**src/rtl/prg_bank_mapper.sv**
```systemverilog
module prg_bank_mapper #(
  parameter int BANK_W  = 3,
  parameter int MIR_LSB = 4
) (
  input  logic              clk,
  input  logic              rst_n,
  input  logic [15:0]       cpu_addr,
  input  logic [7:0]        cpu_data,
  input  logic              cpu_rw,
  input  logic              cpu_m2,
  input  logic              ppu_a10,
  input  logic              ppu_a11,
  output logic [BANK_W-1:0] rom_bank,
  output logic              rom_oe_n,
  output logic              wram_ce_n,
  output logic              ciram_a10
);
  localparam logic [2:0] WRAM_SEG = 3'b011;

  logic [BANK_W-1:0] bank_q;
  logic [1:0]        mir_q;
  logic              m2_q;

  logic strobe_fall, reg_hit;
  assign strobe_fall = m2_q & ~cpu_m2;
  assign reg_hit     = cpu_addr[15] & ~cpu_rw;

  always_ff @(posedge clk) begin
    if (!rst_n) begin
      bank_q <= '0;
      mir_q  <= '0;
      m2_q   <= 1'b0;
    end else begin
      m2_q <= cpu_m2;
      if (strobe_fall && reg_hit) begin
        bank_q <= cpu_data[BANK_W-1:0];
        mir_q  <= cpu_data[MIR_LSB+1:MIR_LSB];
      end
    end
  end

  assign rom_bank  = cpu_addr[14] ? '1 : bank_q;
  assign rom_oe_n  = ~(cpu_rw & cpu_addr[15]);
  assign wram_ce_n = ~((cpu_addr[15:13] == WRAM_SEG) & cpu_m2);

  always_comb begin
    case (mir_q)
      2'b00:   ciram_a10 = 1'b0;
      2'b01:   ciram_a10 = 1'b1;
      2'b10:   ciram_a10 = ppu_a10;
      default: ciram_a10 = ppu_a11;
    endcase
  end
endmodule

```
**config.mk**
```make
export PLATFORM = sky130hd
export DESIGN_NAME = prg_bank_mapper
export DESIGN_NICKNAME = d
export VERILOG_FILES = /design/src/rtl/prg_bank_mapper.sv
export SDC_FILE = /design/constraint.sdc
export NUM_CORES = 1
export LEC_CHECK = 0
export BUFFER_PORTS_ARGS = -buffer_cell sky130_fd_sc_hd__buf_2
export CAP_MARGIN = 30
export CORE_AREA = 3 3 40 42
export DETAILED_ROUTE_END_ITERATION = 16
export DIE_AREA = 0 0 43 45
export PLACE_DENSITY_LB_ADDON = 0.3
export SETUP_SLACK_MARGIN = 0.05
export SYNTH_ARGS = -nofsm -noshare
export SYNTH_HDL_FRONTEND = slang
export SYNTH_SLANG_ARGS = --single-unit
```
**constraint.sdc**
```tcl
create_clock -name clk -period 1.8 [get_ports clk]
set_input_delay 0.18 -clock clk [delete_from_list [all_inputs] [get_ports clk]]
set_output_delay 0.18 -clock clk [all_outputs]
set_load 0.1 [all_outputs]
```
==> report_table.html, run 1 <==
<table>
<tr><th>Metric</th><th>Value</th></tr>
<tr><th colspan="2">Outcome</th></tr>
<tr><td>Outcome</td><td>complete, no violations</td></tr>
<tr><th colspan="2">Route</th></tr>
<tr><td>Vias after detailed routing</td><td>286</td></tr>
<tr><td>Total wire length</td><td>675 um</td></tr>
<tr><td>Post-detailed-route DRC marker count</td><td>0</td></tr>
<tr><td>Post-DR wirelength/cell</td><td>9.93 um</td></tr>
<tr><td>Starting DRC count in detailed routing</td><td>1</td></tr>
<tr><td>DR vias/cell</td><td>4.21</td></tr>
<tr><td>Number of nets with antenna violations after detailed routing</td><td>0</td></tr>
<tr><td>Router iterations before antenna repair</td><td>4</td></tr>
<tr><th colspan="2">Finish</th></tr>
<tr><td>Number of filler instances in the final layout</td><td>142</td></tr>
<tr><td>Final std cell area, no fill</td><td>428 sq um</td></tr>
<tr><td>Final Util</td><td>0.333</td></tr>
<tr><td>Area taken by flip-flops and latches</td><td>120 sq um</td></tr>
<tr><td>Post-route non-filler standard cell count</td><td>68</td></tr>
<tr><td>Nets@finish</td><td>85</td></tr>
<tr><td>Footprint of the multi-input gates</td><td>168 sq um</td></tr>
<tr><td>Antenna diode instance count</td><td>0</td></tr>
<tr><td>Area overhead of the layout relative to synthesis</td><td>42.5%</td></tr>
<tr><td>Layout cells sized above 1</td><td>0.453</td></tr>
<tr><th colspan="2">Synth</th></tr>
<tr><td>#FFs+latches synth</td><td>6</td></tr>
<tr><td>Cell accounting for the most synthesized area</td><td>sky130_fd_sc_hd__dfxtp_1</td></tr>
<tr><td>Part of the Yosys area used for sequential elements</td><td>0.400</td></tr>
<tr><td>Post-Syn Nets</td><td>63</td></tr>
<tr><td>Netlist area before placement</td><td>300 sq um</td></tr>
<tr><td>Number of distinct library cells after synthesis</td><td>12</td></tr>
<tr><td>Count of flip-flops with a built-in enable after synthesis</td><td>0</td></tr>
<tr><td>Count leader, synth</td><td>sky130_fd_sc_hd__nand2_1</td></tr>
<tr><td>Synth warnings</td><td>0</td></tr>
<tr><td>Synth top cells by count</td><td>11 x sky130_fd_sc_hd__nand2_1, 6 x sky130_fd_sc_hd__dfxtp_1, 5 x sky130_fd_sc_hd__mux2i_1</td></tr>
<tr><td>Async SR Flop Fraction</td><td>0</td></tr>
<tr><td>Syn avg cell area</td><td>9.10 sq um</td></tr>
<tr><td>Area contributors post-synth</td><td>sky130_fd_sc_hd__dfxtp_1 40%, sky130_fd_sc_hd__mux2i_1 17%, sky130_fd_sc_hd__nand2_1 14%</td></tr>
<tr><td>Prevailing post-synth register cell</td><td>sky130_fd_sc_hd__dfxtp_1</td></tr>
<tr><td>Cells after Synth</td><td>33</td></tr>
<tr><td>Fraction of post-synthesis cell area in the top cell type by area</td><td>0.400</td></tr>
<tr><th colspan="2">Hold path</th></tr>
<tr><td>Worst hold-check path type</td><td>in2reg</td></tr>
<tr><th colspan="2">Floorplan</th></tr>
<tr><td>I/O pin count</td><td>36</td></tr>
<tr><td>Die width</td><td>43 um</td></tr>
<tr><td>Standard cell core area</td><td>1280 sq um</td></tr>
<tr><td>Die height</td><td>45 um</td></tr>
<tr><td>Full die area</td><td>1940 sq um</td></tr>
<tr><td>Starting density of the core</td><td>0.234</td></tr>
<tr><td>Total number of placement rows</td><td>13</td></tr>
<tr><th colspan="2">Timing</th></tr>
<tr><td>Ratio of final minimum period to clock period</td><td>0.800</td></tr>
<tr><td>Finish-stage setup viols</td><td>0</td></tr>
<tr><td>Number of max-slew violations in the final report</td><td>0</td></tr>
<tr><td>Min cycle time layout</td><td>1.44 ns</td></tr>
<tr><td>Sum Neg Setup Slack</td><td>0 ns</td></tr>
<tr><td>Setup repair after global routing missed its margin</td><td>false</td></tr>
<tr><td>Max-slew headroom</td><td>0.675</td></tr>
<tr><td>Hold Fails Final Rpt</td><td>0</td></tr>
<tr><td>Clock Skew</td><td>0.00135 ns</td></tr>
<tr><td>Worst-Margin Slew</td><td>0.486 ns</td></tr>
<tr><td>Achievable Freq</td><td>694 MHz</td></tr>
<tr><th colspan="2">CTS</th></tr>
<tr><td>Post-CTS setup repair buffer count</td><td>0</td></tr>
<tr><td>Worst-case clock buffer depth</td><td>2</td></tr>
<tr><td>CTS Root Buffer Type</td><td>sky130_fd_sc_hd__clkbuf_4</td></tr>
<tr><td>Register clock-pin slew on the reported worst setup and hold paths</td><td>0.04 ns</td></tr>
<tr><td>Number of buffers added by the clock tree synthesis step</td><td>3</td></tr>
<tr><td>Depth of the CTS H-tree</td><td>1</td></tr>
<tr><td># hold bufs at CTS</td><td>0</td></tr>
<tr><td>Clock Sink Count</td><td>6</td></tr>
<tr><td>Insertion delay of the later-clocked pin in the worst-skew pair</td><td>0.24 ns</td></tr>
<tr><td>Post_cts resized</td><td>0</td></tr>
<tr><td>Clock tree from TritonCTS</td><td>done</td></tr>
<tr><th colspan="2">Setup path</th></tr>
<tr><td>Type of destination of the critical path</td><td>primary output</td></tr>
<tr><td>Worst stage delay on the critical path</td><td>0.44 ns</td></tr>
<tr><td>Data required time at the worst endpoint</td><td>1.62 ns</td></tr>
<tr><td>Sequence of cells on the critical path</td><td>a21oi_1, a31oi_2, buf_2</td></tr>
<tr><td>Buffers &amp; Inverters on Critical Path</td><td>1</td></tr>
<tr><td>CP max FO</td><td>3</td></tr>
<tr><td>Cell at the slowest stage of the critical path</td><td>sky130_fd_sc_hd__buf_2</td></tr>
<tr><td>Critical path class</td><td>reg2out</td></tr>
<tr><td>Cell class contributing the biggest share of worst-path delay</td><td>buffers and inverters</td></tr>
<tr><td>Arr. time, crit path</td><td>1.26 ns</td></tr>
<tr><td>Kind of start point of the critical path</td><td>flip-flop</td></tr>
<tr><th colspan="2">Run</th></tr>
<tr><td>Total of max-cap violations</td><td>0</td></tr>
<tr><th colspan="2">Global route</th></tr>
<tr><td>Number of global-route vias before repair</td><td>252</td></tr>
<tr><td>Antenna violations before repair</td><td>0</td></tr>
<tr><td>All-layer global routing usage</td><td>0.0710</td></tr>
<tr><td>Largest net degree at the start of global routing</td><td>12</td></tr>
<tr><td>Wire length of the first global-routing pass</td><td>966 um</td></tr>
<tr><td>Final global-route overflow total</td><td>0</td></tr>
<tr><th colspan="2">Placed design</th></tr>
<tr><td>Last weighted congestion value of the routability-driven placer</td><td>0.618</td></tr>
<tr><td>Number of placed cells counting well taps</td><td>65</td></tr>
<tr><td>Number of I/O port buffers</td><td>19</td></tr>
<tr><td>Post-Place Cell Area</td><td>405 sq um</td></tr>
<tr><th colspan="2">Power and ir drop</th></tr>
<tr><td>Largest voltage drop on the vdd net</td><td>0.262 mV</td></tr>
<tr><td>Power Dens Cells</td><td>807 nW/um^2</td></tr>
<tr><td>Static Leak</td><td>0.195 nW</td></tr>
</table>
-- final timing paths --
check	from	end	slack [ns]	cells after the start
setup / recovery	mir_q[1]$_SDFFE_PN0P_	ciram_a10	0.36	3
hold / removal	cpu_data[2]	bank_q[2]$_SDFFE_PN0P_	0.19	3
setup reg to reg	m2_q$_SDFF_PN0_	bank_q[0]$_SDFFE_PN0P_	0.69	2
hold reg to reg	bank_q[2]$_SDFFE_PN0P_	bank_q[2]$_SDFFE_PN0P_	0.45	2
-- where the power goes --
group | internal [W] | switching, W
registers | 0.000136 | 0.00000111
clock network | 0.0000754 | 0.0000483
logic | 0.0000225 | 0.0000619
-- cell families after synthesis --
family,count (synthesis),synth area share
AND/OR/NAND/NOR,17,0.333
flip-flops,6,0.400
multiplexers,5,0.167
buffers and inverters,3,0.0625
AO/OA/AOI/OAI,2,0.0375
-- worst register-to-register path, stage by stage (launching register included) --
cell and delay, ns:
sky130_fd_sc_hd__dfxtp_1 0.30, sky130_fd_sc_hd__nor4bb_4 0.50, sky130_fd_sc_hd__mux2i_1 0.24
-- layout by cell type, fill, tap and decap left out --
master and n:
sky130_fd_sc_hd__clkbuf_4 3, sky130_fd_sc_hd__dfxtp_1 6, sky130_fd_sc_hd__buf_2 19, sky130_fd_sc_hd__nor4bb_4 1
sky130_fd_sc_hd__mux2i_1 5, sky130_fd_sc_hd__or2_1 3, sky130_fd_sc_hd__nand4b_1 1, sky130_fd_sc_hd__nand2_1 11
sky130_fd_sc_hd__a21oi_1 1, sky130_fd_sc_hd__inv_1 1, sky130_fd_sc_hd__a31oi_2 1, sky130_fd_sc_hd__and2_1 1
-- state kept, by name, summed over array words and instances, names as in the netlist --
signal,count
m2_q,1
bank_q,3
mir_q,2
-- layer usage --
layer | global-route usage | vias to the layer above | share of wire
li1 | - | 149 | -
met1 | 0.0777 | 124 | 0.43
met2 | 0.102 | 13 | 0.47
met3 | 0.0279 | 0 | 0.10
met4 | 0.0723 | 0 | 0
met5 | 0 | - | 0
-- cell type report --
type                    instances  area share
well taps                      15      0.0439
flip-flops and latches          6       0.281
inverters                       1     0.00877
multi-input cells              24       0.392
clock buffers                   3      0.0526
repair buffers                 19       0.222
-- per-stage QoR --
step	hold slack (ns)	worst slack, ns	total power (W)
2_1_floorplan	0.302	0.246	0.000201
4_1_cts	0.179	0.334	0.000353
3_3_place_gp	0.437	0.617	0.000224
3_5_place_dp	0.437	0.606	0.000224
5_1_grt	0.188	0.273	0.000359
6_report	0.189	0.359	0.000345
Note: power is estimated with default switching activity, not from simulation.
==> run 2: changes to the inputs <==
==> constraint.sdc (replaced) <==
create_clock -name clk -period 1.4 [get_ports clk]
set_input_delay 0.14 -clock clk [delete_from_list [all_inputs] [get_ports clk]]
set_output_delay 0.14 -clock clk [all_outputs]
set_load 0.1 [all_outputs]
==> report_table.html, run 2 (synthesized netlist as in run 1, its figures left out) <==
<table>
<tr><th>Metric</th><th>Value</th></tr>
<tr><th colspan="2">Outcome</th></tr>
<tr><td>Outcome</td><td>complete, no violations</td></tr>
<tr><th colspan="2">Power and ir drop</th></tr>
<tr><td>Static Leak</td><td>0.198 nW (+1.5%)</td></tr>
<tr><td>Largest voltage drop on the vdd net</td><td>0.477 mV (+82%)</td></tr>
<tr><td>Power Dens Cells</td><td>983 nW/um^2 (+22%)</td></tr>
<tr><th colspan="2">Floorplan</th></tr>
<tr><td>I/O pin count</td><td>36 (unchanged)</td></tr>
<tr><td>Total number of placement rows</td><td>13 (unchanged)</td></tr>
<tr><td>Die width</td><td>43 um (unchanged)</td></tr>
<tr><td>Starting density of the core</td><td>0.234 (unchanged)</td></tr>
<tr><td>Standard cell core area</td><td>1280 sq um (unchanged)</td></tr>
<tr><td>Die height</td><td>45 um (unchanged)</td></tr>
<tr><td>Full die area</td><td>1940 sq um (unchanged)</td></tr>
<tr><th colspan="2">Placed design</th></tr>
<tr><td>Number of I/O port buffers</td><td>19 (unchanged)</td></tr>
<tr><td>Number of placed cells counting well taps</td><td>65 (unchanged)</td></tr>
<tr><td>Last weighted congestion value of the routability-driven placer</td><td>0.630 (+2.0%)</td></tr>
<tr><th colspan="2">Route</th></tr>
<tr><td>DR vias/cell</td><td>4.01 (-4.5%)</td></tr>
<tr><td>Post-DR wirelength/cell</td><td>9.37 um (-5.6%)</td></tr>
<tr><td>Router iterations before antenna repair</td><td>2 (-2)</td></tr>
<tr><td>Starting DRC count in detailed routing</td><td>1 (unchanged)</td></tr>
<tr><td>Vias after detailed routing</td><td>273 (-4.5%)</td></tr>
<tr><td>Total wire length</td><td>637 um (-5.6%)</td></tr>
<tr><td>Number of nets with antenna violations after detailed routing</td><td>0 (unchanged)</td></tr>
<tr><td>Post-detailed-route DRC marker count</td><td>0 (unchanged)</td></tr>
<tr><th colspan="2">CTS</th></tr>
<tr><td>Insertion delay of the later-clocked pin in the worst-skew pair</td><td>0.24 ns (about the same)</td></tr>
<tr><td>Post-CTS setup repair buffer count</td><td>0 (unchanged)</td></tr>
<tr><td>Depth of the CTS H-tree</td><td>1 (unchanged)</td></tr>
<tr><td>Clock Sink Count</td><td>6 (unchanged)</td></tr>
<tr><td>Worst-case clock buffer depth</td><td>2 (unchanged)</td></tr>
<tr><td># hold bufs at CTS</td><td>0 (unchanged)</td></tr>
<tr><td>Clock tree from TritonCTS</td><td>done</td></tr>
<tr><td>Register clock-pin slew on the reported worst setup and hold paths</td><td>0.05 ns (about the same)</td></tr>
<tr><td>Number of buffers added by the clock tree synthesis step</td><td>3 (unchanged)</td></tr>
<tr><td>Post_cts resized</td><td>0 (unchanged)</td></tr>
<tr><td>CTS Root Buffer Type</td><td>sky130_fd_sc_hd__clkbuf_4</td></tr>
<tr><th colspan="2">Finish</th></tr>
<tr><td>Number of filler instances in the final layout</td><td>145 (+2.1%)</td></tr>
<tr><td>Register name with the most flops</td><td>bank_q</td></tr>
<tr><td>Largest register FFs</td><td>3 (unchanged)</td></tr>
<tr><td>Leading cell types in the layout, fill and taps excluded</td><td>18 x sky130_fd_sc_hd__buf_2, 11 x sky130_fd_sc_hd__nand2_1, 6 x sky130_fd_sc_hd__dfxtp_1</td></tr>
<tr><td>Registers with the highest flip-flop counts</td><td>bank_q: 3 flops, mir_q: 2 flops, m2_q: 1 flops</td></tr>
<tr><td>Layout cells sized above 1</td><td>0.453 (unchanged)</td></tr>
<tr><td>Area overhead of the layout relative to synthesis</td><td>50.4%</td></tr>
<tr><td>Nets@finish</td><td>85 (unchanged)</td></tr>
<tr><td>Leading cell type in the layout, fill and taps excluded</td><td>sky130_fd_sc_hd__buf_2</td></tr>
<tr><td>Post-route non-filler standard cell count</td><td>68 (unchanged)</td></tr>
<tr><td>Antenna diode instance count</td><td>0 (unchanged)</td></tr>
<tr><th colspan="2">Timing</th></tr>
<tr><td>Ratio of final minimum period to clock period</td><td>0.887</td></tr>
<tr><td>Hold Fails Final Rpt</td><td>0 (unchanged)</td></tr>
<tr><td>Achievable Freq</td><td>806 MHz</td></tr>
<tr><td>Finish-stage setup viols</td><td>0 (unchanged)</td></tr>
<tr><td>Clock Skew</td><td>0.00411 ns (+0.00276 ns)</td></tr>
<tr><td>Worst-Margin Slew</td><td>0.479 ns (-0.00767 ns)</td></tr>
<tr><td>Min cycle time layout</td><td>1.24 ns</td></tr>
<tr><td>Number of max-slew violations in the final report</td><td>0 (unchanged)</td></tr>
<tr><td>Max-slew headroom</td><td>0.680 (+0.00512)</td></tr>
<tr><td>Sum Neg Setup Slack</td><td>0 ns (unchanged)</td></tr>
<tr><td>Setup repair after global routing missed its margin</td><td>false</td></tr>
<tr><th colspan="2">Global route</th></tr>
<tr><td>Number of global-route vias before repair</td><td>246 (-2.4%)</td></tr>
<tr><td>GR Util met3</td><td>0.0359 (+0.00797)</td></tr>
<tr><td>All-layer global routing usage</td><td>0.0718 (+0.000835)</td></tr>
<tr><td>Final global-route overflow total</td><td>0 (unchanged)</td></tr>
<tr><td>Global-route track usage on met1</td><td>0.0850 (+0.00728)</td></tr>
<tr><td>GRT busiest layer</td><td>met2</td></tr>
<tr><td>Met2 capacity usage during global routing</td><td>0.0988 (-0.00299)</td></tr>
<tr><td>Antenna violations before repair</td><td>0 (unchanged)</td></tr>
<tr><td>Wire length of the first global-routing pass</td><td>979 um (+1.3%)</td></tr>
<tr><td>Largest net degree at the start of global routing</td><td>12 (unchanged)</td></tr>
<tr><th colspan="2">Setup path</th></tr>
<tr><td>Cell class contributing the biggest share of worst-path delay</td><td>flip-flops</td></tr>
<tr><td>Arr. time, crit path</td><td>1.10 ns (-0.16 ns)</td></tr>
<tr><td>Kind of start point of the critical path</td><td>flip-flop</td></tr>
<tr><td>Buffers &amp; Inverters on Critical Path</td><td>1 (unchanged)</td></tr>
<tr><td>Sequence of cells on the critical path</td><td>a21oi_1, a31oi_4, buf_12</td></tr>
<tr><td>Critical path class</td><td>reg2out</td></tr>
<tr><td>Data required time at the worst endpoint</td><td>1.26 ns (-0.36 ns)</td></tr>
<tr><td>Worst stage delay on the critical path</td><td>0.38 ns (-0.06 ns)</td></tr>
<tr><td>CP max FO</td><td>3 (unchanged)</td></tr>
<tr><td>Type of destination of the critical path</td><td>primary output</td></tr>
<tr><td>Cell at the slowest stage of the critical path</td><td>sky130_fd_sc_hd__dfxtp_1</td></tr>
<tr><th colspan="2">Hold path</th></tr>
<tr><td>Worst hold-check path type</td><td>in2reg</td></tr>
<tr><th colspan="2">Run</th></tr>
<tr><td>Total of max-cap violations</td><td>0 (unchanged)</td></tr>
</table>
## run 2: tightest hold or removal path, delay by kind of cell
| family | cells | cell delay, ns |
|---|---|---|
| buffers and inverters | 1 | 0.09 |
| muxes | 1 | 0.05 |
| and+or+nand+nor | 1 | 0.05 |
## run 2: final timing paths
| check | from | endpoint | slack, ns | cells past startpoint |
|---|---|---|---|---|
| max | mir_q[1]$_SDFFE_PN0P_ | ciram_a10 | 0.16 | 3 |
| min | cpu_data[1] | bank_q[1]$_SDFFE_PN0P_ | 0.15 | 3 |
| min reg2reg | bank_q[1]$_SDFFE_PN0P_ | bank_q[1]$_SDFFE_PN0P_ | 0.45 | 2 |
| max reg2reg | m2_q$_SDFF_PN0_ | mir_q[1]$_SDFFE_PN0P_ | 0.30 | 2 |
## run 2: per-layer routing
layer / wire length, um / share of wire
met5: 0 / 0
met4: 0 / 0
met1: 289 / 0.45
met2: 276 / 0.43
met3: 71 / 0.11
## run 2: layout make-up
cell class,instances,area (sq um),area share
sequential,6,120,0.266
tap,15,18.8,0.0416
inverter,1,3.75,0.00831
multi-input combinational,24,176,0.391
clock buffer,3,22.5,0.0499
timing repair buffer,19,110,0.244
## run 2: report_power, final
group	total [W]	switching [W]	internal, W
Clock	0.000157	0.0000599	0.0000968
Combinational	0.000111	0.0000798	0.0000310
Sequential	0.000176	0.00000164	0.000175
Total	0.000444	0.000141	0.000303
## run 2: metrics by stage
step	cell area, sq um	total power, W	hold slack, ns	setup WS [ns]	util
after floorplan	315	0.000260	0.262	0.148	-
after global placement	429	0.000291	0.392	0.274	0.334
after detailed placement	429	0.000291	0.400	0.279	0.334
after CTS	452	0.000454	0.141	0.144	0.352
after global routing	452	0.000475	0.146	0.0946	0.352
final	452	0.000444	0.146	0.159	0.352
==> run 3: changes to the inputs <==
--- a/config.mk
+++ b/config.mk
@@ -10,7 +10,8 @@
 export CORE_AREA = 3 3 40 42
 export DETAILED_ROUTE_END_ITERATION = 16
 export DIE_AREA = 0 0 43 45
-export PLACE_DENSITY_LB_ADDON = 0.3
+export PLACE_DENSITY = 0.65
+export REMOVE_ABC_BUFFERS = 1
 export SETUP_SLACK_MARGIN = 0.05
 export SYNTH_ARGS = -nofsm -noshare
 export SYNTH_HDL_FRONTEND = slang
==> report_table.html, run 3 (synthesized netlist as in run 1, its figures left out) <==
<table>
<tr><th>Metric</th><th>Value</th></tr>
<tr><th colspan="2">Finish</th></tr>
<tr><td>Leading cell type in the layout, fill and taps excluded</td><td>sky130_fd_sc_hd__buf_2</td></tr>
<tr><td>Final Util</td><td>0.345 (-0.00682)</td></tr>
<tr><td>Largest register FFs</td><td>3 (unchanged)</td></tr>
<tr><td>Post-route non-filler standard cell count</td><td>68 (unchanged)</td></tr>
<tr><td>Leading cell types in the layout, fill and taps excluded</td><td>18 x sky130_fd_sc_hd__buf_2, 11 x sky130_fd_sc_hd__nand2_1, 6 x sky130_fd_sc_hd__dfxtp_1</td></tr>
<tr><td>Final std cell area, no fill</td><td>443 sq um (-1.9%)</td></tr>
<tr><td>Layout cells sized above 1</td><td>0.453 (unchanged)</td></tr>
<tr><td>Number of filler instances in the final layout</td><td>136 (-6.2%)</td></tr>
<tr><td>Register name with the most flops</td><td>bank_q</td></tr>
<tr><td>Antenna diode instance count</td><td>0 (unchanged)</td></tr>
<tr><td>Nets@finish</td><td>85 (unchanged)</td></tr>
<tr><td>Registers with the highest flip-flop counts</td><td>bank_q: 3 flops, mir_q: 2 flops, m2_q: 1 flops</td></tr>
<tr><td>Area overhead of the layout relative to synthesis</td><td>47.5%</td></tr>
<tr><th colspan="2">Global route</th></tr>
<tr><td>Largest net degree at the start of global routing</td><td>12 (unchanged)</td></tr>
<tr><td>All-layer global routing usage</td><td>0.0717 (-0.000120)</td></tr>
<tr><td>Number of global-route vias before repair</td><td>240 (-2.4%)</td></tr>
<tr><td>Wire length of the first global-routing pass</td><td>966 um (-1.3%)</td></tr>
<tr><td>Final global-route overflow total</td><td>0 (unchanged)</td></tr>
<tr><td>Antenna violations before repair</td><td>0 (unchanged)</td></tr>
<tr><th colspan="2">Power and ir drop</th></tr>
<tr><td>Static Leak</td><td>0.198 nW (-0.17%)</td></tr>
<tr><td>Largest voltage drop on the vdd net</td><td>0.719 mV (+51%)</td></tr>
<tr><td>Proportion of power drawn by combinational gates</td><td>0.249 (about the same)</td></tr>
<tr><td>Power Dens Cells</td><td>995 nW/um^2 (+1.2%)</td></tr>
<tr><td>Switching power as a share of total power</td><td>0.314 (-0.00434)</td></tr>
<tr><td>Cell Int Power</td><td>0.000302 W (-0.13%)</td></tr>
<tr><td>Portion of total power attributed to sequential cells</td><td>0.400 (+0.003)</td></tr>
<tr><td>Net switching power figure</td><td>0.000138 W (-2.1%)</td></tr>
<tr><td>Relative contribution of the clock network to total power</td><td>0.351 (-0.002)</td></tr>
<tr><th colspan="2">Setup path</th></tr>
<tr><td>Critical path class</td><td>reg2out</td></tr>
<tr><td>Register-to-Register Setup Slack</td><td>0.27 ns (-0.03 ns)</td></tr>
<tr><td>Endpoint of the worst-slack reg-to-reg timing path</td><td>bank_q[1]$_SDFFE_PN0P_</td></tr>
<tr><td>CP max FO</td><td>3 (unchanged)</td></tr>
<tr><td>Origin of the worst setup path</td><td>mir_q[1]$_SDFFE_PN0P_</td></tr>
<tr><td>Source of the worst register-to-register timing path</td><td>m2_q$_SDFF_PN0_</td></tr>
<tr><td>Length in cells of the worst reg-to-reg path</td><td>2 (unchanged)</td></tr>
<tr><td>Data required time at the worst endpoint</td><td>1.26 ns (about the same)</td></tr>
<tr><td>Kind of start point of the critical path</td><td>flip-flop</td></tr>
<tr><td>Type of destination of the critical path</td><td>primary output</td></tr>
<tr><td>Arr. time, crit path</td><td>1.10 ns (about the same)</td></tr>
<tr><th colspan="2">Timing</th></tr>
<tr><td>Setup repair after global routing missed its margin</td><td>false</td></tr>
<tr><td>Sum Neg Setup Slack</td><td>0 ns (unchanged)</td></tr>
<tr><td>Ratio of final minimum period to clock period</td><td>0.888 (+0.00186)</td></tr>
<tr><td>Worst-Margin Slew</td><td>0.498 ns (+0.0189 ns)</td></tr>
<tr><td>Hold Fails Final Rpt</td><td>0 (unchanged)</td></tr>
<tr><td>Hold slack final</td><td>0.145 ns (-0.000631 ns)</td></tr>
<tr><td>Min cycle time layout</td><td>1.24 ns (+0.00260 ns)</td></tr>
<tr><td>Finish-stage setup viols</td><td>0 (unchanged)</td></tr>
<tr><td>Max-slew headroom</td><td>0.668 (-0.0126)</td></tr>
<tr><td>Number of max-slew violations in the final report</td><td>0 (unchanged)</td></tr>
<tr><td>Achievable Freq</td><td>804 MHz (-0.21%)</td></tr>
<tr><td>Clock Skew</td><td>0.00242 ns (-0.00169 ns)</td></tr>
<tr><th colspan="2">Hold path</th></tr>
<tr><td>Hold Path Origin</td><td>cpu_data[4]</td></tr>
<tr><td>Depth of the worst hold-timing path</td><td>3 (unchanged)</td></tr>
<tr><td>Worst hold-check path type</td><td>in2reg</td></tr>
<tr><td>Hold path endpoint</td><td>mir_q[0]$_SDFFE_PN0P_</td></tr>
<tr><th colspan="2">Route</th></tr>
<tr><td>Router iterations before antenna repair</td><td>4 (+2)</td></tr>
<tr><td>Total wire length</td><td>641 um (+0.63%)</td></tr>
<tr><td>Post-detailed-route DRC marker count</td><td>0 (unchanged)</td></tr>
<tr><td>Starting DRC count in detailed routing</td><td>4 (+3)</td></tr>
<tr><td>DR vias/cell</td><td>4.16 (+3.7%)</td></tr>
<tr><td>Number of nets with antenna violations after detailed routing</td><td>0 (unchanged)</td></tr>
<tr><td>Vias after detailed routing</td><td>283 (+3.7%)</td></tr>
<tr><td>Post-DR wirelength/cell</td><td>9.43 um (+0.63%)</td></tr>
<tr><th colspan="2">CTS</th></tr>
<tr><td>Worst-case clock buffer depth</td><td>2 (unchanged)</td></tr>
<tr><td>Insertion delay of the later-clocked pin in the worst-skew pair</td><td>0.24 ns (about the same)</td></tr>
<tr><td>Number of buffers added by the clock tree synthesis step</td><td>3 (unchanged)</td></tr>
<tr><td>CTS Root Buffer Type</td><td>sky130_fd_sc_hd__clkbuf_4</td></tr>
<tr><td>Clock tree from TritonCTS</td><td>done</td></tr>
<tr><td>Clock Sink Count</td><td>6 (unchanged)</td></tr>
<tr><td>Register clock-pin slew on the reported worst setup and hold paths</td><td>0.04 ns (about the same)</td></tr>
<tr><td>Depth of the CTS H-tree</td><td>1 (unchanged)</td></tr>
<tr><th colspan="2">Placed design</th></tr>
<tr><td>Post-Place Cell Area</td><td>414 sq um (-3.5%)</td></tr>
<tr><td>Number of placed cells counting well taps</td><td>65 (unchanged)</td></tr>
<tr><td>Number of I/O port buffers</td><td>19 (unchanged)</td></tr>
<tr><td>Last weighted congestion value of the routability-driven placer</td><td>0.638 (+1.2%)</td></tr>
<tr><th colspan="2">Floorplan</th></tr>
<tr><td>Die width</td><td>43 um (unchanged)</td></tr>
<tr><td>Starting density of the core</td><td>0.234 (unchanged)</td></tr>
<tr><td>Standard cell core area</td><td>1280 sq um (unchanged)</td></tr>
<tr><td>Total number of placement rows</td><td>13 (unchanged)</td></tr>
<tr><td>Full die area</td><td>1940 sq um (unchanged)</td></tr>
<tr><td>Die height</td><td>45 um (unchanged)</td></tr>
<tr><td>I/O pin count</td><td>36 (unchanged)</td></tr>
<tr><th colspan="2">Run</th></tr>
<tr><td>Total of max-cap violations</td><td>0 (unchanged)</td></tr>
<tr><th colspan="2">Outcome</th></tr>
<tr><td>Outcome</td><td>complete, no violations</td></tr>
</table>
==> run 3: cell counts in the layout (fill, tap and decap cells not counted) <==
Identical to the previous run, type by type.
==> run 3: critical path, stage by stage, from the launching register on <==
cell                      delay (ns)
sky130_fd_sc_hd__dfxtp_1        0.36
sky130_fd_sc_hd__a21oi_1        0.09
sky130_fd_sc_hd__a31oi_2        0.20
sky130_fd_sc_hd__buf_12         0.20
==> run 3: final cells by class <==
type,instances,area (sq um),share of cell area
multi-input cells,24,168,0.379
well taps,15,18.8,0.0424
inverters,1,3.75,0.00847
repair buffers,19,110,0.249
flip-flops and latches,6,120,0.271
clock buffers,3,22.5,0.0508
==> run 3: layer usage <==
metal,vias to the layer above,share of wire,GRT usage
li1,148,-,-
met1,120,0.45,0.0845
met2,15,0.42,0.0958
met3,0,0.13,0.0637
met4,0,0,0.0181
met5,-,0,0
==> run 3: power groups by stage <==
stage	sequential [W]	clock (W)	combinational, W
detailed placement	0.000179	0	0.000110
CTS	0.000176	0.000166	0.000110
global route	0.000176	0.000177	0.000116
global placement	0.000179	0	0.000109
finish	0.000176	0.000155	0.000110
floorplan	0.000179	0	0.0000747
==> run 3: worst max-delay path by stage <==
stage               slack (ns)  cells after the start                     end
floorplan                -0.71                      1               ciram_a10
global placement          0.30                      2  bank_q[2]$_SDFFE_PN0P_
detailed placement        0.26                      2  bank_q[2]$_SDFFE_PN0P_
CTS                       0.13                      3               ciram_a10
global route              0.06                      3               ciram_a10
finish                    0.16                      3               ciram_a10
==> run 3: metrics by stage <==
stage / worst slack [ns] / total power [W]
final: 0.156 / 0.000441
after global routing: 0.0561 / 0.000469
after detailed placement: 0.257 / 0.000289
after CTS: 0.134 / 0.000452
after floorplan: -0.712 / 0.000254
after global placement: 0.297 / 0.000288
==> run 3: timing repair <==
action / in CTS / in global routing
resized for setup: 0 / 1
hold buffers: 0 / 0
buffers inserted: 0 / 0
endpoints found under the setup margin: 0 / 1
